[config.mk]
export PLATFORM = sky130hd
export DESIGN_NAME = macc_cfg_latch
export DESIGN_NICKNAME = d
export VERILOG_FILES = /design/src/rtl/macc_cfg_pkg.sv /design/src/rtl/macc_ctl_seq.sv /design/src/rtl/macc_slot_bank.sv /design/src/rtl/macc_plain_bank.sv /design/src/rtl/macc_cfg_latch.sv
export SDC_FILE = /design/constraint.sdc
export NUM_CORES = 1
export LEC_CHECK = 0
export BUFFER_PORTS_ARGS = -buffer_cell sky130_fd_sc_hd__buf_2
export CORE_MARGIN = 3
export CORE_UTILIZATION = 40
export DETAILED_ROUTE_END_ITERATION = 7
export HOLD_SLACK_MARGIN = 0.1
export SLEW_MARGIN = 20
export SYNTH_ARGS = -nofsm -noshare
export SYNTH_HDL_FRONTEND = slang
export SYNTH_SLANG_ARGS = --single-unit
[constraint.sdc]
create_clock -name clk -period 9.25 [get_ports clk]
set_clock_uncertainty 0.2 [all_clocks]
set_input_delay 0 -clock clk [delete_from_list [all_inputs] [get_ports clk]]
set_output_delay 0 -clock clk [all_outputs]
set_load 0.05 [all_outputs]
[src/rtl/macc_cfg_pkg.sv]
package macc_cfg_pkg;

   typedef enum logic [2:0] {
      K_IDLE    = 3'd0,
      K_CTL     = 3'd1,
      K_CAPTURE = 3'd2,
      K_PROG    = 3'd3,
      K_PLAIN   = 3'd4
   } acc_kind_e;

   function automatic acc_kind_e classify(input logic ctl_go,
                                          input logic reg_ok,
                                          input logic armed,
                                          input logic slot_hit);
      acc_kind_e k;
      if (ctl_go)        k = K_CTL;
      else if (!reg_ok)  k = K_IDLE;
      else if (armed)    k = K_CAPTURE;
      else if (slot_hit) k = K_PROG;
      else               k = K_PLAIN;
      return k;
   endfunction

endpackage

[src/rtl/macc_ctl_seq.sv]
module macc_ctl_seq #(
   parameter int DW = 16,
   localparam int CW = 2 * DW
) (
   input  logic          clk,
   input  logic          rst_n,
   input  logic          ctl_go,
   input  logic          ctl_load,
   input  logic [DW-1:0] ctl_wdata,
   input  logic          consume,
   output logic          half_q,
   output logic          armed_q,
   output logic          anomaly_q,
   output logic [CW-1:0] word,
   output logic [DW-1:0] sel_data
);

   logic [DW-1:0] upper_q;
   logic [DW-1:0] lower_q;
   logic          finish;

   assign finish   = ctl_go && half_q;
   assign word     = {upper_q, lower_q};
   assign sel_data = half_q ? lower_q : upper_q;

   always_ff @(posedge clk) begin
      if (!rst_n) begin
         half_q    <= 1'b0;
         armed_q   <= 1'b0;
         anomaly_q <= 1'b0;
         upper_q   <= '0;
         lower_q   <= '0;
      end else begin
         anomaly_q <= finish && armed_q;
         if (ctl_go) half_q <= ~half_q;
         if (ctl_load && !half_q) upper_q <= ctl_wdata;
         if (ctl_load && half_q)  lower_q <= ctl_wdata;
         if (finish)       armed_q <= 1'b1;
         else if (consume) armed_q <= 1'b0;
      end
   end

endmodule

[src/rtl/macc_slot_bank.sv]
module macc_slot_bank #(
   parameter int NREG = 5,
   parameter int IDXW = 3,
   parameter int CW   = 32
) (
   input  logic               clk,
   input  logic               rst_n,
   input  logic               cap_en,
   input  logic               cap_wr,
   input  logic [IDXW-1:0]    idx,
   input  logic [CW-1:0]      word,
   output logic [NREG*CW-1:0] rd_bus,
   output logic [NREG*CW-1:0] wr_bus,
   output logic               rd_hit,
   output logic               wr_hit
);

   logic [CW-1:0] rd_slot [NREG];
   logic [CW-1:0] wr_slot [NREG];

   for (genvar g = 0; g < NREG; g++) begin : g_slot
      logic sel;
      assign sel = (idx == IDXW'(g));
      always_ff @(posedge clk) begin
         if (!rst_n) begin
            rd_slot[g] <= '0;
            wr_slot[g] <= '0;
         end else if (cap_en && sel) begin
            if (cap_wr) wr_slot[g] <= word;
            else        rd_slot[g] <= word;
         end
      end
      assign rd_bus[g*CW +: CW] = rd_slot[g];
      assign wr_bus[g*CW +: CW] = wr_slot[g];
   end

   always_comb begin
      rd_hit = 1'b0;
      wr_hit = 1'b0;
      for (int i = 0; i < NREG; i++) begin
         if (idx == IDXW'(i)) begin
            rd_hit = |rd_slot[i];
            wr_hit = |wr_slot[i];
         end
      end
   end

endmodule

[src/rtl/macc_plain_bank.sv]
module macc_plain_bank #(
   parameter int DW     = 16,
   parameter int NREG   = 5,
   parameter int IDXW   = 3,
   parameter bit SHARED = 1'b0
) (
   input  logic            clk,
   input  logic            rst_n,
   input  logic            ld,
   input  logic [IDXW-1:0] idx,
   input  logic [DW-1:0]   wdata,
   output logic [DW-1:0]   rdata
);

   if (SHARED) begin : g_shared
      logic [DW-1:0] one_q;
      always_ff @(posedge clk) begin
         if (!rst_n)  one_q <= '0;
         else if (ld) one_q <= wdata;
      end
      assign rdata = one_q;
   end else begin : g_split
      logic [DW-1:0] bank_q [NREG];
      for (genvar g = 0; g < NREG; g++) begin : g_reg
         always_ff @(posedge clk) begin
            if (!rst_n) bank_q[g] <= '0;
            else if (ld && (idx == IDXW'(g))) bank_q[g] <= wdata;
         end
      end
      always_comb begin
         rdata = '0;
         for (int i = 0; i < NREG; i++)
            if (idx == IDXW'(i)) rdata = bank_q[i];
      end
   end

endmodule

[src/rtl/macc_cfg_latch.sv]
module macc_cfg_latch
   import macc_cfg_pkg::*;
#(
   parameter int DW           = 16,
   parameter int NREG         = 5,
   parameter int IDXW         = 3,
   parameter bit SHARED_PLAIN = 1'b0,
   localparam int CW = 2 * DW
) (
   input  logic               clk,
   input  logic               rst_n,
   input  logic               ctl_rd,
   input  logic               ctl_wr,
   input  logic [DW-1:0]      ctl_wdata,
   output logic [DW-1:0]      ctl_rdata,
   input  logic               reg_rd,
   input  logic               reg_wr,
   input  logic [IDXW-1:0]    reg_idx,
   input  logic [DW-1:0]      reg_wdata,
   output logic [DW-1:0]      reg_rdata,
   output logic               mode_active,
   output logic               anomaly,
   output logic [NREG*CW-1:0] rd_cfg,
   output logic [NREG*CW-1:0] wr_cfg
);

   localparam logic [IDXW:0] NREG_L = NREG[IDXW:0];

   if (DW < 1) begin : g_bad_dw
      $error("DW must be at least 1");
   end
   if (NREG < 1 || NREG > (1 << IDXW)) begin : g_bad_nreg
      $error("NREG must fit in IDXW index bits");
   end

   logic          ctl_go;
   logic          reg_ok;
   logic          is_wr;
   logic          half_q;
   logic          armed_q;
   logic [CW-1:0] ctl_word;
   logic          rd_hit;
   logic          wr_hit;
   logic [DW-1:0] plain_val;
   acc_kind_e     kind;

   assign ctl_go = ctl_rd | ctl_wr;
   assign reg_ok = (reg_rd | reg_wr) && ({1'b0, reg_idx} < NREG_L);
   assign is_wr  = reg_wr;
   assign kind   = classify(ctl_go, reg_ok, armed_q, is_wr ? wr_hit : rd_hit);

   macc_ctl_seq #(.DW(DW)) u_seq (
      .clk       (clk),
      .rst_n     (rst_n),
      .ctl_go    (ctl_go),
      .ctl_load  (ctl_wr),
      .ctl_wdata (ctl_wdata),
      .consume   (kind == K_CAPTURE),
      .half_q    (half_q),
      .armed_q   (armed_q),
      .anomaly_q (anomaly),
      .word      (ctl_word),
      .sel_data  (ctl_rdata)
   );

   macc_slot_bank #(.NREG(NREG), .IDXW(IDXW), .CW(CW)) u_slots (
      .clk    (clk),
      .rst_n  (rst_n),
      .cap_en (kind == K_CAPTURE),
      .cap_wr (is_wr),
      .idx    (reg_idx),
      .word   (ctl_word),
      .rd_bus (rd_cfg),
      .wr_bus (wr_cfg),
      .rd_hit (rd_hit),
      .wr_hit (wr_hit)
   );

   macc_plain_bank #(.DW(DW), .NREG(NREG), .IDXW(IDXW), .SHARED(SHARED_PLAIN)) u_plain (
      .clk   (clk),
      .rst_n (rst_n),
      .ld    ((kind == K_PLAIN) && is_wr),
      .idx   (reg_idx),
      .wdata (reg_wdata),
      .rdata (plain_val)
   );

   assign mode_active = (kind == K_PROG);
   assign reg_rdata   = ((kind == K_PLAIN) && !is_wr) ? plain_val : '0;

endmodule

==> summary.md, run 1 <==
| Metric | Value |
|---|---|
| Post-CTS Resized | `0` |
| FMAX | `roughly 270 MHz` |
| Relative slew slack | `0.304` |
| CTS Sinks | `about 440` |
| Leak | `just over 9 nW` |
| Clk buf depth | `3` |
| Outcome | `finished, final reports clean` |
| Setup_tns | `0 ns` |
| CP Max Fanout | `17` |
| Ports | `a little under 400` |
| Iter 0 DRT Violations | `1131` |
| Final setup fails | `0` |
| FF+latch count, synth | `around 440` |
| Layout cells sized above 1 | `0.320` |
| Residual DRC | `0` |
| Wire length of the first global-routing pass | `between 80000 and 90000 um` |
| HP Class | `in2reg` |
| Antenna viol nets, final | `0` |
| Syn Inst Count | `between 1000 and 1500` |
| Leading area contributor after synthesis | `edfxtp_1` |
| Syn_nets | `roughly 1300` |
| Post-DP HPWL | `around 42000 um` |
| Asr flop ratio synth | `0` |
| Synthesized-area fraction occupied by adder cells | `0` |
| DR pass1 iterations | `5` |
| Hold Fails Final Rpt | `0` |
| Compound-Gate Fraction of Synth Area | `0.0324` |
| Period utilisation layout | `0.399` |
| Clock root buffer | `clkbuf_16` |
| # port buffers | `394` |
| Synthesized area | `roughly 18000 sq um` |
| Die area | `between 40000 and 50000 sq um` |
| CTS tree | `built` |
| Crit end category | `primary output` |
| Area growth, synth to finish | `25.2%` |
| Post-synth cell types | `47` |
| Synth Area in XOR/XNOR | `0` |
| Sequential fraction of the synthesis area | `0.701` |
| Fin. max-slew vios | `0` |
| Drt via density | `between 5 and 6` |
| Routability cong. | `0.855` |
| Num CTS Buffers | `46` |
| Avg Synthesized Cell Area | `between 10 and 15 sq um` |
| Grt ovf | `0` |
| Worst-Margin Slew | `1.04 ns` |
| Vias | `around 13000` |
| Final core occ | `0.510` |
| Die Y | `approximately 220 um` |
| Worst VDD drop | `approximately 0.15 mV` |
| Nets | `1748` |
| Crit start category | `flip-flop` |
| Worst EP required | `9.05 ns` |
| Initial Util | `0.407` |
| Time the worst path needs with I/O delays and setup | `3.69 ns` |
| PwrDens | `~200 nW/um^2` |
| Clock Latency Late Sink | `about 0.57 ns` |
| CTS H-tree depth | `2` |
| Top_reg_cell synth | `edfxtp_1` |
| Row cnt | `slightly below 80` |
| Max Cap Viol | `0` |
| Synth top area cells | `edfxtp_1 66%, and2_1 11%, dfxtp_1 3.9%` |
| Post CTS Setup Buffer Count | `0` |
| EDFF count, synth | `400` |
| Synth Area in Simple Gates | `0.210` |
| Data arrival time of the critical path | `3.49 ns` |
| Main combinational cell family by area after synthesis | `simple AND/OR/NAND/NOR gates` |
| Vias in the first global route | `between 10000 and 15000` |
| Unrepaired setup endpoints after global routing | `false` |
| Yosys top cell area share | `0.663` |
| Drt total wl | `61100 um` |
| Pin count of the biggest net entering global routing | `~80` |
| Chip width | `roughly 220 um` |
| Crit path kind | `reg2out` |
| Clock slew at reported path FFs | `approximately 0.06 ns` |
| Post-synthesis mux area share | `0.0298` |
| Core area | `44500 sq um` |
| Initial antenna violation count | `5` |
| YS warnings | `0` |
| All-Layer GR Usage | `0.250` |
| Routed len/inst | `approximately 26 um` |
-- per-stage QoR --
step / power [mW] / hold slack [ns] / worst slack [ns] / instances / instance area [sq um]
after floorplan: 2.61 / -0.0640 / 5.20 / 1285 / 18100
after global placement: 2.76 / 0.0527 / 5.93 / 2189 / 20600
after detailed placement: 2.77 / 0.0605 / 5.92 / 2189 / 20600
after CTS: 4.57 / 0.115 / 5.55 / 2333 / 22700
after global routing: 4.68 / 0.135 / 5.37 / 2335 / 22700
final: 4.55 / 0.147 / 5.56 / 2340 / 22700
-- cells in the mapped netlist, types with 4 or more instances --
master,count
edfxtp_1,400
and2_1,322
clkbuf_1,87
and3_1,80
nor4_1,80
nand2_1,71
dfxtp_1,35
a21oi_1,34
nand4_1,18
a22oi_1,16
mux2_2,16
mux4_2,16
nor2_1,15
o21ai_0,12
nor3_1,10
nor3_2,10
buf_6,8
a211oi_4,5
nand3_1,5
a31o_1,4
buf_1,4
-- logic make-up after synthesis --
family	after synthesis
AOI/OAI and AO/OA	82
buffers and inverters	107
DFF	435
muxes	32
and+or+nand+nor	629
-- worst paths after layout --
kind                               from                             to  slack (ns)  cells after the start
hold reg to reg           u_seq.armed_q                u_seq.anomaly_q        0.40                      2
hold / removal             reg_wdata[0]   u_plain.g_split.bank_q[4][0]        0.15                      3
setup / recovery  u_slots.rd_slot[0][3]                   reg_rdata[4]        5.56                      7
setup reg to reg  u_slots.wr_slot[4][4]  u_plain.g_split.bank_q[1][10]        5.91                      6
-- placed cells by master, fill, tap and decap left out, types with 18 or more instances in the layout --
master,instances
and3_1,80
nor4_1,80
a21oi_1,34
buf_4,21
buf_2,394
edfxtp_1,400
clkbuf_16,47
dlygate4sd3_1,61
nand2_1,71
dfxtp_1,35
and2_1,322
nand4_1,18
-- power breakdown --
part           switching (mW)  internal, mW
registers              0.0901          2.21
clock network           0.761          1.04
logic                   0.344         0.102
-- layout make-up --
cell class | instances | area (sq um)
Tap cell | 592 | 741
Inverter | 4 | 15.0
Fill cell | 3884 | 21800
Clock inverter | 24 | 216
Multi-Input combinational cell | 743 | 5010
Clock buffer | 59 | 1220
Timing Repair Buffer | 477 | 2770
Sequential cell | 435 | 12700
Antenna cell | 6 | 15.0
-- flip-flops by register name (all words and copies together), names as in the netlist --
name / flops
u_slots.wr_slot: 160
u_plain.g_split.bank_q: 80
u_seq.upper_q: 16
u_seq.anomaly_q: 1
u_slots.rd_slot: 160
u_seq.half_q: 1
u_seq.armed_q: 1
u_seq.lower_q: 16
-- per-layer routing --
metal | share of wire | GRT usage
met1 | 0.40 | 0.339
met2 | 0.47 | 0.389
met3 | 0.098 | 0.0702
met4 | 0.030 | 0.0814
met5 | 0 | 0
-- timing repair --
item	CTS	global route
hold buffers	61	0
setup endpoints to repair	0	0
hold endpoints to repair	131	0
-- critical path, stage by stage, from the launching register on --
cell and delay (ns):
edfxtp_1 0.41, nor4_1 0.38, nand4_1 0.14, nor4_1 0.67, a21oi_1 0.11, o211a_1 0.56
nor3_1 0.33, buf_2 0.32
No activity file was read; power rests on OpenSTA's default activity.
==> run 2: changes to the inputs <==
==> constraint.sdc (replaced) <==
create_clock -name clk -period 3 [get_ports clk]
set_clock_uncertainty 0.2 [all_clocks]
set_input_delay 0 -clock clk [delete_from_list [all_inputs] [get_ports clk]]
set_output_delay 0 -clock clk [all_outputs]
set_load 0.05 [all_outputs]
==> run 2 against run 1 <==
Against the previous run: critical path type unchanged; highest routed layer unchanged; cell count increased by 1.7%; global-route usage up 0.81 points; sequential power rose to 3.1 times the previous value.
==> summary.md, run 2 (synthesis results as in run 1) <==
| Metric | Value |
|---|---|
| Outcome | `finished, final reports clean` |
| Initial antenna violation count | `15 (+10)` |
| Final Cell Area | `23600 sq um (+4.1%)` |
| Worst VDD drop | `0.473 mV (+210%)` |
| Core area | `44500 sq um (unchanged)` |
| Vias in the first global route | `12247 (-0.024%)` |
| Unrepaired setup endpoints after global routing | `true` |
| Fillers | `3756 (-3.3%)` |
| Row cnt | `77 (unchanged)` |
| Hold WS | `0.139 ns (-0.00807 ns)` |
| Critical path buffer and inverter count | `2 (+1)` |
| Final cell count without fillers | `2380 (+1.7%)` |
| Crit-path max cell delay | `0.40 ns (-0.27 ns)` |
| Max Cap Viol | `0 (unchanged)` |
| CP Depth | `8 (+1)` |
| Worst-Margin Slew | `1.18 ns (+0.136 ns)` |
| CTS tree | `built` |
| Ports | `395 (unchanged)` |
| All-Layer GR Usage | `0.258 (+0.00806)` |
| Antenna viol nets, final | `0 (unchanged)` |
| Wire length of the first global-routing pass | `87600 um (+1.7%)` |
| Clock slew at reported path FFs | `0.06 ns (about the same)` |
| DR pass1 iterations | `7 (+2)` |
| Clock root buffer | `clkbuf_16` |
| End point of the critical path | `reg_rdata[0]` |
| FMAX | `about 340 MHz` |
| Num CTS Buffers | `45 (-2.2%)` |
| Setup crit start | `u_slots.rd_slot[1][1]` |
| # port buffers | `394 (unchanged)` |
| PwrDens | `596 nW/um^2 (+200%)` |
| Final setup fails | `0 (unchanged)` |
| Slowest stage cell, crit path | `edfxtp_1` |
| Clock Latency Late Sink | `0.58 ns (about the same)` |
| Crit path kind | `reg2out` |
| HP Class | `in2reg` |
| Residual DRC | `0 (unchanged)` |
| Hold Fails Final Rpt | `0 (unchanged)` |
| Post-DP HPWL | `42400 um (+2.0%)` |
| Drt via density | `5.35 (-2.1%)` |
| Layout cells sized above 1 | `0.348 (+0.0285)` |
| Clk buf depth | `3 (unchanged)` |
| RR Endpoint | `u_plain.g_split.bank_q[2][2]` |
| Routed len/inst | `26.5 um (+1.6%)` |
| Reg2Reg Setup Slack | `0.21 ns (-5.70 ns)` |
| Grt ovf | `0 (unchanged)` |
| Fin. max-slew vios | `0 (unchanged)` |
| Drt total wl | `63200 um (+3.3%)` |
| Die Y | `219 um (unchanged)` |
| Delay-heaviest family, CP | `simple AND/OR/NAND/NOR gates` |
| Reg-to-reg startpoint | `u_slots.wr_slot[2][24]` |
| Area growth, synth to finish | `30.4%` |
| Crit start category | `flip-flop` |
| Largest regs | `u_slots.rd_slot x160, u_slots.wr_slot x160, u_plain.g_split.bank_q x80` |
| Area post-placement | `21200 sq um (+2.9%)` |
| Relative slew slack | `0.213 (-0.0909)` |
| Commonest cells after routing, fill and taps aside | `400 x edfxtp_1, 377 x buf_2, 321 x and2_1` |
| Iter 0 DRT Violations | `1616 (+43%)` |
| Worst EP required | `2.80 ns (-6.25 ns)` |
| Nets | `1791 (+2.5%)` |
| Worst Reg2Reg Path Length in Cells | `8 (+2)` |
| Period utilisation layout | `0.988` |
| Most common cell after layout, fill and taps aside | `edfxtp_1` |
| CP Max Fanout | `9 (-8)` |
| Placed Cells | `2229 (+1.8%)` |
| Crit end category | `primary output` |
| Chip width | `219 um (unchanged)` |
| Die area | `47900 sq um (unchanged)` |
| CTS H-tree depth | `2 (unchanged)` |
| Data arrival time of the critical path | `2.76 ns (-0.73 ns)` |
| CTS Sinks | `435 (unchanged)` |
| Leak | `9.68 nW (+4.2%)` |
| Pin count of the biggest net entering global routing | `81 (unchanged)` |
| Total power | `14.1 mW (+210%)` |
| Critical path, cell by cell | `nor4_1 > nand4_1 > o21bai_1 > a21oi_1 > o211a_4 > buf_12 > nor3_4 > buf_6` |
| Setup_tns | `0 ns (unchanged)` |
| Vias | `12727 (-0.44%)` |
| Routability cong. | `0.829 (-3.0%)` |
| Initial Util | `0.407 (unchanged)` |
| Time the worst path needs with I/O delays and setup | `approximately 3.0 ns` |
-- run 2: cell types whose count changed in the layout (fill, tap and decap cells not counted), sizes merged --
cell,change
dlygate4sd3,-3
inv,-1
buf,+46
clkinvlp,-1
clkinv,-7
diode,-1
bufinv,-1
clkbuf,+8
-- run 2: cell type report --
class	count	area, sq um	area share
repair buffers	521	3490	0.148
clock buffers	66	1280	0.0540
inverters	4	15.0	0.000635
multi-input cells	743	5240	0.222
flip-flops and latches	435	12700	0.538
well taps	592	741	0.0313
diodes	5	12.5	0.000529
clock inverters	14	150	0.00635
-- run 2: through the flow --
step	worst slack [ns]	utilization
after global routing	-0.106	0.531
final	0.0354	0.531
after floorplan	-0.685	-
after detailed placement	0.208	0.477
after CTS	0.00485	0.526
after global placement	0.166	0.477
-- run 2: repair_timing --
| item | in CTS | in global routing |
|---|---|---|
| buffers inserted | 6 | 1 |
| hold endpoints to repair | 483 | 0 |
| gates cloned | 0 | 1 |
| pin swaps | 5 | 19 |
| gates resized for setup | 31 | 41 |
| hold buffers | 58 | 0 |
| endpoints found under the setup margin | 17 | 18 |
-- run 2: worst register-to-register path, delay by kind of cell, from the launching register on --
family / cells / cell delay [ns]
buffers and inverters: 2 / 0.35
and+or+nand+nor: 4 / 1.00
AOI/OAI and AO/OA: 2 / 0.53
DFF: 1 / 0.41
-- run 2: worst min path at each step --
stage | depth (start not counted) | slack [ns] | to | start
after global routing | 4 | 0.14 | u_seq.upper_q[15] | ctl_wdata[15]
after global placement | 3 | 0.06 | u_seq.lower_q[15] | ctl_wdata[15]
after detailed placement | 3 | 0.06 | u_seq.lower_q[9] | ctl_wdata[9]
final | 3 | 0.14 | u_plain.g_split.bank_q[2][15] | reg_wdata[15]
after CTS | 4 | 0.11 | u_seq.upper_q[15] | ctl_wdata[15]
after floorplan | 2 | -0.06 | u_seq.lower_q[0] | ctl_wdata[0]
-- run 2: where the power goes --
| group | switching [mW] | total [mW] | internal [mW] |
|---|---|---|---|
| registers | 0.242 | 7.06 | 6.82 |
| logic | 1.15 | 1.53 | 0.382 |
| clock network | 2.29 | 5.49 | 3.20 |
| total | 3.68 | 14.1 | 10.4 |
-- run 2: routing by layer --
layer  vias to the layer above  share of wire  routed length [um]  GRT usage
met5                         -              0                   0          0
met4                         0          0.035                2200     0.0918
met3                       115           0.10                6310     0.0533
met2                       679           0.48               30300      0.421
met1                      6278           0.39               24400      0.343
li1                       5655              -                   -          -
==> run 3: changes to the inputs <==
--- a/config.mk
+++ b/config.mk
@@ -6,7 +6,6 @@
 export NUM_CORES = 1
 export LEC_CHECK = 0
 export BUFFER_PORTS_ARGS = -buffer_cell sky130_fd_sc_hd__buf_2
-export CORE_MARGIN = 3
 export CORE_UTILIZATION = 40
 export DETAILED_ROUTE_END_ITERATION = 7
 export HOLD_SLACK_MARGIN = 0.1
==> run 3 against run 2 <==
Against the previous run: the run now ends with setup timing left; global-route usage up 1.0 points; count of clock-buffer cells in the layout down 1; via count up 2.0%; critical path depth did not move; combinational power hardly changed; wire length increased by 0.85%; hold slack worse by 0.022 ns.
==> summary.md, run 3 (synthesis results as in run 1) <==
| Metric | Value |
|---|---|
| Max Cap Viol | `0 (unchanged)` |
| CTS Sinks | `435 (unchanged)` |
| Vias | `12983 (+2.0%)` |
| FMAX | `326 MHz (-3.4%)` |
| Wire length of the first global-routing pass | `88100 um (+0.63%)` |
| # port buffers | `394 (unchanged)` |
| Setup crit start | `u_slots.rd_slot[3][1]` |
| Nets | `1811 (+1.1%)` |
| Core area | `44400 sq um (-0.22%)` |
| Final core occ | `0.536 (+0.00524)` |
| PwrDens | `591 nW/um^2 (-0.87%)` |
| Residual DRC | `0 (unchanged)` |
| Final cell count without fillers | `2402 (+0.92%)` |
| Antenna viol nets, final | `0 (unchanged)` |
| Final setup fails | `17 (+17)` |
| Worst Reg2Reg Path Length in Cells | `5 (-3)` |
| Initial Util | `0.408 (+0.000883)` |
| Clock Latency Late Sink | `0.59 ns (about the same)` |
| Failing checks | `setup timing` |
| Hold Crit Depth | `3 (unchanged)` |
| Time the worst path needs with I/O delays and setup | `3.07 ns (+0.105 ns)` |
| Initial antenna violation count | `11 (-4)` |
| Grt ovf | `0 (unchanged)` |
| Hold wc startpoint | `reg_wdata[2]` |
| Area growth, synth to finish | `31.4%` |
| CTS H-tree depth | `2 (unchanged)` |
| RR Endpoint | `u_seq.lower_q[4]` |
| Iter 0 DRT Violations | `1210 (-25%)` |
| CTS tree | `built` |
| Unrepaired setup endpoints after global routing | `true` |
| Hold Fails Final Rpt | `0 (unchanged)` |
| Post-DP HPWL | `42100 um (-0.77%)` |
| Crit path kind | `reg2out` |
| Most common cell after layout, fill and taps aside | `edfxtp_1` |
| Reg-to-reg startpoint | `u_seq.half_q` |
| Leak | `9.77 nW (+0.97%)` |
| Drt total wl | `63700 um (+0.85%)` |
| Layout cells sized above 1 | `0.345 (-0.00352)` |
| Final Cell Area | `23800 sq um (+0.77%)` |
| Fillers | `3702 (-1.4%)` |
| Chip width | `215 um (-1.8%)` |
| Ports | `395 (unchanged)` |
| Multi-input logic area | `5260 sq um (+0.29%)` |
| Placed Cells | `2233 (+0.18%)` |
| Pin count of the biggest net entering global routing | `81 (unchanged)` |
| Area post-placement | `21200 sq um (unchanged)` |
| Vias in the first global route | `12386 (+1.1%)` |
| Largest regs | `u_slots.rd_slot x160, u_slots.wr_slot x160, u_plain.g_split.bank_q x80` |
| Drt via density | `5.41 (+1.1%)` |
| CP Max Fanout | `5 (-4)` |
| Routability cong. | `0.841 (+1.4%)` |
| Post-place setup slack | `0.162 ns (-0.0456 ns)` |
| Worst EP required | `2.80 ns (about the same)` |
| Worst VDD drop | `0.465 mV (-1.7%)` |
| All-Layer GR Usage | `0.268 (+0.0103)` |
| Worst-Margin Slew | `1.12 ns (-0.0589 ns)` |
| Crit end category | `primary output` |
| Die Y | `215 um (-1.8%)` |
| Clock slew at reported path FFs | `0.06 ns (about the same)` |
| HP Class | `in2reg` |
| Reg2Reg Setup Slack | `0.27 ns (+0.06 ns)` |
| Clk buf depth | `3 (unchanged)` |
| Commonest cells after routing, fill and taps aside | `400 x edfxtp_1, 377 x buf_2, 321 x and2_1` |
| DR pass1 iterations | `5 (-2)` |
| Min-Delay Endpoint | `u_plain.g_split.bank_q[0][2]` |
| Period utilisation layout | `1.02 (+0.0350)` |
| Data arrival time of the critical path | `2.87 ns (+0.11 ns)` |
| Relative slew slack | `0.252 (+0.0393)` |
| Routed len/inst | `26.5 um (about the same)` |
| Row cnt | `77 (unchanged)` |
| Outcome | `finished, violations left` |
| Fin. max-slew vios | `0 (unchanged)` |
| Num CTS Buffers | `46 (+2.2%)` |
| FF+latch area | `12700 sq um (unchanged)` |
| Setup slack after layout | `-0.0696 ns (-0.105 ns)` |
| Clock root buffer | `clkbuf_16` |
| Crit start category | `flip-flop` |
| Die area | `46200 sq um (-3.6%)` |
## run 3: layout make-up
| class | instances | share of cell area |
|---|---|---|
| tap | 592 | 0.0311 |
| sequential | 435 | 0.534 |
| timing repair buffer | 540 | 0.155 |
| clock buffer | 65 | 0.0522 |
| antenna | 3 | 0.000315 |
| multi-input combinational | 743 | 0.221 |
| clock inverter | 20 | 0.00683 |
| inverter | 4 | 0.000630 |
## run 3: stage by stage
stage | total power, mW | hold slack, ns | TNS (ns)
after floorplan | 8.03 | -0.0640 | -197.27
after global placement | 8.60 | 0.0535 | 0
after detailed placement | 8.61 | 0.0594 | 0
after CTS | 14.1 | 0.103 | -0.0209
after global routing | 14.4 | 0.124 | -2.09
final | 14.1 | 0.116 | -0.557
## run 3: metal layers
layer  vias up  part of all wire  GRT usage
met4         0             0.040      0.105
met3       130             0.091     0.0650
li1       5702                 -          -
met2       686              0.46      0.421
met1      6465              0.41      0.358
met5         -                 0          0
## run 3: how the worst max path moves through the flow
| stage | endpoint | slack, ns | cells after the start |
|---|---|---|---|
| finish | mode_active | -0.07 | 8 |
| global route | reg_rdata[11] | -0.17 | 8 |
| CTS | reg_rdata[10] | -0.009 | 8 |
| detailed placement | u_plain.g_split.bank_q[4][14] | 0.16 | 8 |
| global placement | u_plain.g_split.bank_q[4][7] | 0.18 | 8 |
| floorplan | u_slots.wr_slot[0][0] | -0.69 | 5 |
## run 3: timing repair
action                                  CTS  global route
endpoints found under the hold margin   515             0
pin swaps                                 6            23
endpoints found under the setup margin   17            18
gates resized for setup                  32            47
gates cloned                              0             2
buffers inserted                          2             1
hold buffers                             76             0
## run 3: where the power goes
group / switching [mW] / internal (mW) / total (mW) / leakage (nW)
clock: 2.37 / 3.07 / 5.44 / 0.679
sequential: 0.244 / 6.82 / 7.06 / 4.41
combinational: 1.16 / 0.405 / 1.56 / 4.68
total: 3.77 / 10.3 / 14.1 / 9.77
## run 3: critical path, stage by stage (launching register included)
cell	delay (ns)
edfxtp_1	0.46
nor4_2	0.33
nand4_1	0.24
nor2_4	0.28
o21ai_2	0.11
o211a_4	0.32
buf_12	0.17
o21ba_4	0.22
buf_8	0.15
